## src/rtl/enc_setpoint_pkg.sv

```systemverilog
package enc_setpoint_pkg;
  localparam int unsigned DEF_DECIM = 64;
  localparam int unsigned DEF_SP_W  = 8;
  localparam int unsigned DEF_LOW_W = 8;

  typedef enum logic {
    DIR_CW  = 1'b0,
    DIR_CCW = 1'b1
  } dir_e;
endpackage

```

## src/rtl/frame_decimator.sv

```systemverilog
module frame_decimator #(
  parameter int unsigned DECIM = 64
) (
  input  logic clk_i,
  input  logic rst_ni,
  input  logic tick_i,
  output logic sample_o
);
  localparam int unsigned CNT_W = $clog2(DECIM + 1);
  localparam logic [CNT_W-1:0] RELOAD = CNT_W'(DECIM);
  localparam logic [CNT_W-1:0] ONE    = CNT_W'(1);

  logic [CNT_W-1:0] cnt_q;

  // expiry: the decrement that would reach zero
  assign sample_o = tick_i && (cnt_q == ONE);

  always_ff @(posedge clk_i or negedge rst_ni) begin
    if (!rst_ni)        cnt_q <= RELOAD;
    else if (sample_o)  cnt_q <= RELOAD;
    else if (tick_i)    cnt_q <= cnt_q - ONE;
  end

  AST_CNT_RANGE: assert property (@(posedge clk_i) disable iff (!rst_ni)
    (cnt_q >= ONE) && (cnt_q <= RELOAD));
  AST_RELOAD: assert property (@(posedge clk_i) disable iff (!rst_ni)
    sample_o |=> (cnt_q == RELOAD));
  AST_IDLE_HOLD: assert property (@(posedge clk_i) disable iff (!rst_ni)
    !tick_i |=> $stable(cnt_q));
endmodule

```

## src/rtl/detent_detector.sv

```systemverilog
module detent_detector
  import enc_setpoint_pkg::*;
(
  input  logic clk_i,
  input  logic rst_ni,
  input  logic sample_i,
  input  logic enc_a_i,
  input  logic enc_b_i,
  output logic step_o,
  output dir_e dir_o
);
  logic seen_q;

  assign step_o = sample_i && !enc_a_i && !seen_q;
  assign dir_o  = enc_b_i ? DIR_CCW : DIR_CW;

  always_ff @(posedge clk_i or negedge rst_ni) begin
    if (!rst_ni)                 seen_q <= 1'b0;
    else if (sample_i && enc_a_i) seen_q <= 1'b0;
    else if (step_o)             seen_q <= 1'b1;
  end

  AST_LATCH_SET: assert property (@(posedge clk_i) disable iff (!rst_ni)
    step_o |=> seen_q);
  AST_NO_REPEAT: assert property (@(posedge clk_i) disable iff (!rst_ni)
    seen_q |-> !step_o);
  AST_RELEASE: assert property (@(posedge clk_i) disable iff (!rst_ni)
    (sample_i && enc_a_i) |=> !seen_q);
  AST_ONLY_SAMPLED: assert property (@(posedge clk_i) disable iff (!rst_ni)
    !sample_i |=> $stable(seen_q));
endmodule

```

## src/rtl/setpoint_accum.sv

```systemverilog
module setpoint_accum
  import enc_setpoint_pkg::*;
#(
  parameter int unsigned SP_W = 8
) (
  input  logic            clk_i,
  input  logic            rst_ni,
  input  logic            step_i,
  input  dir_e            dir_i,
  output logic [SP_W-1:0] sp_o
);
  localparam logic [SP_W-1:0] ONE = SP_W'(1);

  logic [SP_W-1:0] sp_q;

  always_ff @(posedge clk_i or negedge rst_ni) begin
    if (!rst_ni)     sp_q <= '0;
    else if (step_i) sp_q <= (dir_i == DIR_CW) ? sp_q + ONE : sp_q - ONE;
  end

  assign sp_o = sp_q;

  AST_INC: assert property (@(posedge clk_i) disable iff (!rst_ni)
    (step_i && dir_i == DIR_CW) |=> (sp_q == $past(sp_q) + ONE));
  AST_DEC: assert property (@(posedge clk_i) disable iff (!rst_ni)
    (step_i && dir_i == DIR_CCW) |=> (sp_q == $past(sp_q) - ONE));
  AST_HOLD: assert property (@(posedge clk_i) disable iff (!rst_ni)
    !step_i |=> $stable(sp_q));
endmodule

```

## src/rtl/enc_delay_setpoint.sv

```systemverilog
module enc_delay_setpoint
  import enc_setpoint_pkg::*;
#(
  parameter int unsigned DECIM = DEF_DECIM,
  parameter int unsigned SP_W  = DEF_SP_W,
  parameter int unsigned LOW_W = DEF_LOW_W
) (
  input  logic                  clk_i,
  input  logic                  rst_ni,
  input  logic                  frame_tick_i,
  input  logic                  enc_a_i,
  input  logic                  enc_b_i,
  output logic [SP_W-1:0]       setpoint_o,
  output logic [SP_W+LOW_W-1:0] delay_o
);
  logic sample;
  logic step;
  dir_e dir;

  frame_decimator #(.DECIM(DECIM)) u_decim (
    .clk_i    (clk_i),
    .rst_ni   (rst_ni),
    .tick_i   (frame_tick_i),
    .sample_o (sample)
  );

  detent_detector u_detent (
    .clk_i    (clk_i),
    .rst_ni   (rst_ni),
    .sample_i (sample),
    .enc_a_i  (enc_a_i),
    .enc_b_i  (enc_b_i),
    .step_o   (step),
    .dir_o    (dir)
  );

  setpoint_accum #(.SP_W(SP_W)) u_accum (
    .clk_i  (clk_i),
    .rst_ni (rst_ni),
    .step_i (step),
    .dir_i  (dir),
    .sp_o   (setpoint_o)
  );

  assign delay_o = {setpoint_o, {LOW_W{1'b0}}};

  AST_STEP_NEEDS_TICK: assert property (@(posedge clk_i) disable iff (!rst_ni)
    step |-> frame_tick_i);
  AST_STEP_NEEDS_A_LOW: assert property (@(posedge clk_i) disable iff (!rst_ni)
    step |-> !enc_a_i);
endmodule

```

## config.mk

```make
export PLATFORM = sky130hd
export DESIGN_NAME = enc_delay_setpoint
export DESIGN_NICKNAME = d
export VERILOG_FILES = /design/src/rtl/enc_setpoint_pkg.sv /design/src/rtl/frame_decimator.sv /design/src/rtl/detent_detector.sv /design/src/rtl/setpoint_accum.sv /design/src/rtl/enc_delay_setpoint.sv
export SDC_FILE = /design/constraint.sdc
export NUM_CORES = 1
export LEC_CHECK = 0
export BUFFER_PORTS_ARGS = -buffer_cell sky130_fd_sc_hd__buf_2
export CAP_MARGIN = 15
export CELL_PAD_IN_SITES_DETAIL_PLACEMENT = 1
export CELL_PAD_IN_SITES_GLOBAL_PLACEMENT = 1
export CORE_MARGIN = 2
export CORE_UTILIZATION = 39
export CTS_CLUSTER_SIZE = 12
export DETAILED_ROUTE_END_ITERATION = 10
export PLACE_DENSITY_LB_ADDON = 0.3
export SLEW_MARGIN = 10
export SYNTH_ARGS = -nofsm -noshare
export SYNTH_HDL_FRONTEND = slang
export SYNTH_HIERARCHICAL = 1
export SYNTH_SLANG_ARGS = --single-unit
```

## constraint.sdc

```tcl
create_clock -name clk_i -period 2.5 [get_ports clk_i]
set_input_delay 0.125 -clock clk_i [delete_from_list [all_inputs] [get_ports clk_i]]
set_output_delay 0.125 -clock clk_i [all_outputs]
set_load 0.01 [all_outputs]
```

* Word level (Yosys, flattened, before mapping)
Cells that the tools add are included.
Storage, ports and cells: bits in registers 16, input bits 5, output and inout port bits 24
Operators by class: add/sub/neg operators 3, equality and inequality tests 1, muxes and demuxes 6, reductions and logical operators 8
Operators by type and width (number):
- 2-to-1 mux 7 bit | 2
- adder 8 x 1 -> 8 bit (second input constant) | 1
- 2-to-1 mux 8 bit | 1
- subtractor 8 x 1 -> 8 bit (second input constant) | 1
- == test 7 x 1 -> 1 bit (second input constant) | 1
- subtractor 7 x 1 -> 7 bit (second input constant) | 1
- logical AND 1 bit | 4
- nonzero test 2 bit | 2
- 2-to-1 mux 1 bit | 3
- logical NOT 1 bit | 2

* Longest topological paths before layout
Gate-level depths: netlist of run 1.
depth after elaboration 6, depth in mapped cells 11, mapped depth without buffers 10

* Cells and area by module
The synthesis of run 1 kept the hierarchy.
Modules (own cells, without submodules):
- setpoint_accum | times used 1, cells an instance 64, area each 624.3 um^2
- frame_decimator | times used 1, cells an instance 37, area each 372.9 um^2
- enc_delay_setpoint | times used 1, cells an instance 17, area each 123.9 um^2
- detent_detector | times used 1, cells an instance 6, area each 51.3 um^2

* Least setup slack after synthesis of run 1
No wires, ideal clock.
kind reg-to-reg, start reg u_decim.cnt_q[4], end reg u_accum.sp_q[7], in the netlist u_accum/sp_o[7], setup time 0.122 ns, arrival time 2.104 ns, path slack 0.275 ns, stages on the path, launching flop included 9, buffers on the path 1, clock period less this slack 2.225 ns, cells stage by stage dfrtp_1 > or4b_4 > nor3_1 > nand2b_1 > nor2_1 > buf_6 > nand2_1 > o31a_1 > a32o_1
Between the ends: cells in the longest elaborated chain, start to end 4
RTL lines:
- from (decl) | line frame_decimator.sv:13 | logic [CNT_W-1:0] cnt_q;
- from (signal assigned) | line frame_decimator.sv:21 | else if (tick_i) cnt_q <= cnt_q - ONE;
- == test 7 x 1 -> 1 bit | line frame_decimator.sv:16 | assign sample_o = tick_i && (cnt_q == ONE);
- logical AND 1 bit | line frame_decimator.sv:16
- via sample | line enc_delay_setpoint.sv:16 | logic sample;
- logical AND 1 bit (2 in a row) | line detent_detector.sv:14 | assign step_o = sample_i && !enc_a_i && !seen_q;
- via step | line enc_delay_setpoint.sv:17 | logic step;
- to (signal assigned) | line setpoint_accum.sv:18 | else if (step_i) sp_q <= (dir_i == DIR_CW) ? sp_q + ONE : sp_q - ONE;
- to (decl) | line setpoint_accum.sv:14 | logic [SP_W-1:0] sp_q;
The timed path passes the listed nets, and every way through them passes these cells. A chain may end at the register's enable or synchronous reset.

* Worst setup path in the final report of run 1
Ends and elaborated chain as after synthesis.

==> flow_summary.json, run 1 <==
{
  "status": "finished with violations",
  "violations": "DRC",
  "cts.path.max_buffers": 2,
  "slew_headroom": 0.654,
  "syn-instance-count": 124,
  "power_frac_clock": 0.157,
  "grt.total_usage": 0.159,
  "core-area_um2": 2810,
  "postSynthRegisterBits": 16,
  "fin_worst_skew_ns": 0.00346,
  "ys.warnings.count": 6,
  "grt_overflow_total": 0,
  "synth_enable_flop_cells": 0,
  "critPathMaxFanout": 8,
  "final_setup_violations": 0,
  "critPathLaunchType": "flip-flop",
  "fin_worst_hold_slack_ns": 0.118,
  "worstSetupPathType": "reg -> reg",
  "ant_nets": 0,
  "initial_antenna_violation_count": 0,
  "first_pass_grt_wire_length_mm": 4.22,
  "post_route_cells_drive_above_1_share": 0.236,
  "synth-seq-area-share": 0.343,
  "final_min_period_over_clock_period": 0.885,
  "clock-root-buffer": "sky130_fd_sc_hd__clkbuf_4",
  "worst_path_max_delay_cell": "sky130_fd_sc_hd__or4b_4",
  "row_count": 19,
  "place_ws_ns": 0.0696,
  "tritoncts_num_sinks": 16,
  "first_pass_detailed_route_iteration_total": 7,
  "multi_input_area_um2": 632,
  "max_cap_violations": 0,
  "critical_path.top_delay_family": "simple AND/OR/NAND/NOR gates",
  "floorplan.initialDensity": 0.418,
  "synth_area_per_cell_um2": 9.45,
  "placement.io_buffers": 20,
  "nFillCells": 350,
  "power_leakage_nw": 0.627,
  "worst_ep_arrival_time_ns": 2.40,
  "power.sequential.fraction": 0.402,
  "synth_cell_type_count": 39,
  "remaining_drc_errors": 3,
  "postLayoutCellArea_um2": 1270,
  "fp.dieH_um": 58.8,
  "post-cts-setup-buffers": 0,
  "hp-class": "in -> reg",
  "tritoncts": "built",
  "worst-endpoint-required_ns": 2.69,
  "period_needed_ns": 2.21,
  "clk_latency_ns": 0.29,
  "syn-cell-area_um2": 1170,
  "critical_path.endpoint_type": "flip-flop",
  "design_power_total_mw": 1.14,
  "synth-main-ff-cell": "sky130_fd_sc_hd__dfrtp_1",
  "gp_congestion": 0.738,
  "power.share.combinational": 0.441,
  "max-vdd-ir-drop_v": 0.000421,
  "syn2layout_area_growth_pct": 8.11,
  "grt_start_max_net_pins": 17,
  "critical_path.cell_chain": "or4b_4 > nor3_1 > nand2b_1 > nor2_4 > nand2_1 > o31a_1 > a32o_1",
  "cts.reportedPaths.clkPinSlew_ns": 0.11,
  "unrepaired_setup_endpoints_after_global_routing": "no",
  "num_vias": 913,
  "ios": 29,
  "wl_per_cell_um": 14.3,
  "fin_ws_ns": 0.289,
  "grt_pass1_vias": 936,
  "crit_buf_inv": 0,
  "die_area_um2": 3460,
  "power.net_switching_mw": 0.455,
  "drt_wl_total_mm": 2.45,
  "critical_path.max_stage_delay_ns": 0.56,
  "place_hpwl_mm": 1.89,
  "finalSetupTns_ns": 0,
  "async_reset_ff_frac": 1.00,
  "internal-power_mw": 0.681,
  "power_density_nw_per_um2": 896,
  "dpl_cell_area_um2": 1210,
  "drt_first_iter_violations": 22,
  "layout_nets": 155,
  "cts-buffers-inserted": 3,
  "tightest_slew_ns": 0.512,
  "drv_slew": 0,
  "hold_viol_final": 0,
  "antenna_cells_inserted": 0,
  "cts_htree_levels": 1,
  "sequential_cell_area_um2": 402,
  "max_clock_freq_mhz": 452,
  "die_width_um": 58.8,
  "number_of_vias_per_cell": 5.34,
  "power.share.switching": 0.400
}
## layer usage
layer | global-route usage | part of all wire | up-vias
met2 | 0.268 | 0.47 | 23
met1 | 0.212 | 0.47 | 436
met4 | 0.0487 | 0.012 | 0
met3 | 0.0220 | 0.051 | 4
li1 | - | - | 450
met5 | 0 | 0 | -
## what timing repair did
item                                   4_1_cts  5_1_grt
setup endpoints to repair                    0        5
hold buffers                                 1        0
endpoints found under the hold margin       15        0
resized for setup                            0        2
## Yosys cell counts (all sizes together), types with 2 or more instances
master | instances | share of area
buf | 18 | 0.12
dfrtp | 15 | 0.32
inv | 9 | 0.029
nor2 | 9 | 0.029
ha | 8 | 0.085
o21ai | 7 | 0.030
a21oi | 5 | 0.021
nand2 | 5 | 0.016
a211oi | 4 | 0.030
a21o | 4 | 0.026
nor3 | 4 | 0.017
xnor2 | 4 | 0.030
mux2 | 3 | 0.029
a31oi | 2 | 0.011
nand2b | 2 | 0.011
o311ai | 2 | 0.015
o31a | 2 | 0.015
or3 | 2 | 0.011
xor2 | 2 | 0.015
## final timing paths
check                                  from               end  slack, ns  cells after the start
min reg2reg                u_decim/cnt_q[6]  u_decim/cnt_q[6]       0.51                      2
max                        u_decim/cnt_q[4]   u_accum/sp_o[7]       0.29                      7
min in group asynchronous            rst_ni   u_accum/sp_o[3]       0.30                      2
max reg2reg                u_decim/cnt_q[4]   u_accum/sp_o[7]       0.29                      7
min                            frame_tick_i  u_decim/cnt_q[1]       0.12                      2
max in group asynchronous            rst_ni  u_decim/cnt_q[6]       1.88                      2
## power by group through the flow
stage               clock network (mW)  logic (mW)  registers (mW)
floorplan                            0       0.397           0.458
global placement                     0       0.484           0.454
detailed placement                   0       0.502           0.461
CTS                              0.190       0.507           0.455
global route                     0.201       0.570           0.477
finish                           0.178       0.501           0.457
## cells by family after synthesis
kind of cell               Yosys count  synth area share
and+or+nand+nor                     31             0.147
AOI/OAI and AO/OA                   30             0.175
xor gates and xnor gates             6            0.0448
adders and majority gates            9             0.102
muxes                                4            0.0374
DFF                                 16             0.343
buffers and inverters               27             0.147
other                                1           0.00320
## layout by cell type (no fill, tap or decap), types with 2 or more instances in the layout
master / n
sky130_fd_sc_hd__xor2_1: 2
sky130_fd_sc_hd__nor2_1: 8
sky130_fd_sc_hd__o21ai_0: 6
sky130_fd_sc_hd__nand2_1: 5
sky130_fd_sc_hd__mux2_2: 3
sky130_fd_sc_hd__o311ai_0: 2
sky130_fd_sc_hd__dfrtp_1: 15
sky130_fd_sc_hd__conb_1: 8
sky130_fd_sc_hd__inv_1: 9
sky130_fd_sc_hd__a21oi_1: 5
sky130_fd_sc_hd__a211oi_1: 3
sky130_fd_sc_hd__nand2b_1: 2
sky130_fd_sc_hd__a21o_1: 4
sky130_fd_sc_hd__buf_4: 2
sky130_fd_sc_hd__xnor2_1: 4
sky130_fd_sc_hd__or3_1: 2
sky130_fd_sc_hd__o31a_1: 2
sky130_fd_sc_hd__a31oi_1: 2
sky130_fd_sc_hd__ha_1: 8
sky130_fd_sc_hd__clkbuf_4: 3
sky130_fd_sc_hd__buf_2: 20
sky130_fd_sc_hd__nor3_1: 4
## registers in the layout, summed over array words and instances (netlist names)
register	flops
u_decim/cnt_q	7
u_accum/sp_o	8
u_detent/seen_q	1
## layout make-up
| cell class | instances | share of cell area |
|---|---|---|
| well taps | 31 | 0.0306 |
| flip-flops and latches | 16 | 0.317 |
| inverters | 9 | 0.0267 |
| clock buffers | 4 | 0.0286 |
| repair buffers | 23 | 0.0987 |
| multi-input cells | 88 | 0.499 |
## stage by stage
step / utilization / instances
6_report: 0.452 / 171
5_1_grt: 0.452 / 171
4_1_cts: 0.449 / 171
3_5_place_dp: 0.433 / 166
3_3_place_gp: 0.433 / 166
2_1_floorplan: - / 131
(Power assumes the default switching activity.)
==> run 2, diff against run 1 <==
CORE_ASPECT_RATIO = 0.6   (was unset)
==> run 2 against run 1 <==
Effect of this change: the flow now finishes without violations; sequential cell count did not move; sequential power rose by 2%; clock skew rose by 0.0048 ns; die area rose by 0.42%; routed wire length rose by 7.3%; critical endpoint is now u_accum/sp_o[6].
==> flow_summary.json, run 2 (same netlist as run 1, synthesis figures left out) <==
{
  "status": "finished, final reports clean",
  "row_count": 15,
  "max_ffs_per_register": 8,
  "slew_headroom": 0.620,
  "fp.dieH_um": 46.5,
  "dpl_cell_area_um2": 1230,
  "grt_overflow_total": 0,
  "hold_viol_final": 0,
  "die_width_um": 74.8,
  "drv_slew": 0,
  "tightest_slew_ns": 0.563,
  "worst_path_max_delay_cell": "sky130_fd_sc_hd__or4b_4",
  "max_clock_freq_mhz": 444,
  "period_needed_ns": 2.25,
  "cts.reportedPaths.clkPinSlew_ns": 0.07,
  "final_setup_violations": 0,
  "cts.path.max_buffers": 2,
  "place_hpwl_mm": 2.05,
  "power_density_nw_per_um2": 912,
  "antenna_cells_inserted": 0,
  "critPathLaunchType": "flip-flop",
  "globalRouteMet1Util": 0.255,
  "critical_path.cell_chain": "or4b_4 > nor3_1 > nand2b_1 > nor2_4 > inv_1 > nor3b_1 > a21oi_1 > o311ai_0",
  "postLayoutCellArea_um2": 1300,
  "final_min_period_over_clock_period": 0.901,
  "final_core_util": 0.452,
  "hp-class": "in -> reg",
  "critical_path.max_stage_delay_ns": 0.56,
  "die_area_um2": 3480,
  "grt_util_met2": 0.257,
  "grt_pass1_vias": 909,
  "critPathMaxFanout": 7,
  "grt.total_usage": 0.175,
  "floorplan.initialDensity": 0.408,
  "layout_common_cells": "sky130_fd_sc_hd__buf_2 (20), sky130_fd_sc_hd__dfrtp_1 (15), sky130_fd_sc_hd__inv_1 (9)",
  "worstSetupPathType": "reg -> reg",
  "tritoncts_num_sinks": 16,
  "ios": 29,
  "fin_ws_ns": 0.248,
  "first_pass_detailed_route_iteration_total": 4,
  "worst_ep_arrival_time_ns": 2.38,
  "number_of_vias_per_cell": 4.97,
  "design_power_total_mw": 1.18,
  "grt_busiest_layer": "met2",
  "crit_buf_inv": 1,
  "core-area_um2": 2870,
  "placement.io_buffers": 20,
  "cts-buffers-inserted": 3,
  "clock-root-buffer": "sky130_fd_sc_hd__clkbuf_8",
  "worst-endpoint-required_ns": 2.63,
  "post-cts-setup-buffers": 0,
  "tritoncts": "built",
  "final_non_filler_cells": 183,
  "critical_path.top_delay_family": "simple AND/OR/NAND/NOR gates",
  "initial_antenna_violation_count": 0,
  "place.detailed.instances": 178,
  "clk_latency_ns": 0.25,
  "power_leakage_nw": 0.635,
  "num_vias": 910,
  "grt_start_max_net_pins": 17,
  "wl_per_cell_um": 14.4,
  "max-vdd-ir-drop_v": 0.000374,
  "use_met3": 0.0438,
  "critical_path.endpoint_type": "flip-flop",
  "drt_first_iter_violations": 42,
  "place_ws_ns": 0.101,
  "fin_worst_skew_ns": 0.00822,
  "drt_wl_total_mm": 2.63,
  "most_common_cell_after_layout_fill_and_taps_aside": "sky130_fd_sc_hd__buf_2",
  "post_route_cells_drive_above_1_share": 0.234,
  "remaining_drc_errors": 0,
  "first_pass_grt_wire_length_mm": 4.42,
  "ant_nets": 0,
  "syn2layout_area_growth_pct": 10.7,
  "max_cap_violations": 0,
  "layout_nets": 156,
  "gp_congestion": 0.758,
  "cts_htree_levels": 1,
  "fin_worst_hold_slack_ns": 0.158,
  "finalSetupTns_ns": 0
}
-- run 2: cell count changes in the layout (fill, tap and decap cells not counted), sizes merged --
cell	change
buf	+1
-- run 2: final timing paths --
path	depth (start not counted)	to	slack, ns	startpoint
min in group asynchronous	2	u_accum/sp_o[3]	0.32	rst_ni
setup reg to reg	8	u_accum/sp_o[6]	0.25	u_decim/cnt_q[4]
max in group asynchronous	2	u_decim/cnt_q[6]	1.86	rst_ni
hold reg to reg	2	u_decim/cnt_q[6]	0.51	u_decim/cnt_q[6]
hold / removal	2	u_decim/cnt_q[1]	0.16	frame_tick_i
setup / recovery	8	u_accum/sp_o[6]	0.25	u_decim/cnt_q[4]
-- run 2: routing by layer --
metal | routed length (µm) | vias to the layer above
met5 | 0 | -
met4 | 36 | 0
met3 | 139 | 4
met2 | 1070 | 26
met1 | 1390 | 429
li1 | - | 451
-- run 2: area by class of cell --
| type | instances | area [µm²] |
|---|---|---|
| multi-input cells | 88 | 632 |
| repair buffers | 24 | 133 |
| clock buffers | 4 | 45.0 |
| well taps | 42 | 52.6 |
| flip-flops and latches | 16 | 402 |
| inverters | 9 | 33.8 |
| fillers | 342 | 1570 |
-- run 2: where the power goes --
| part | internal [mW] | switching, mW | leakage, nW |
|---|---|---|---|
| sequential | 0.358 | 0.109 | 0.199 |
| combinational | 0.235 | 0.278 | 0.413 |
| clock | 0.113 | 0.0895 | 0.0228 |
| total | 0.706 | 0.477 | 0.635 |
-- run 2: repair_timing --
item | 4_1_cts | 5_1_grt
hold endpoints to repair | 15 | 0
resized for setup | 0 | 2
endpoints found under the setup margin | 0 | 1
hold buffers | 1 | 0
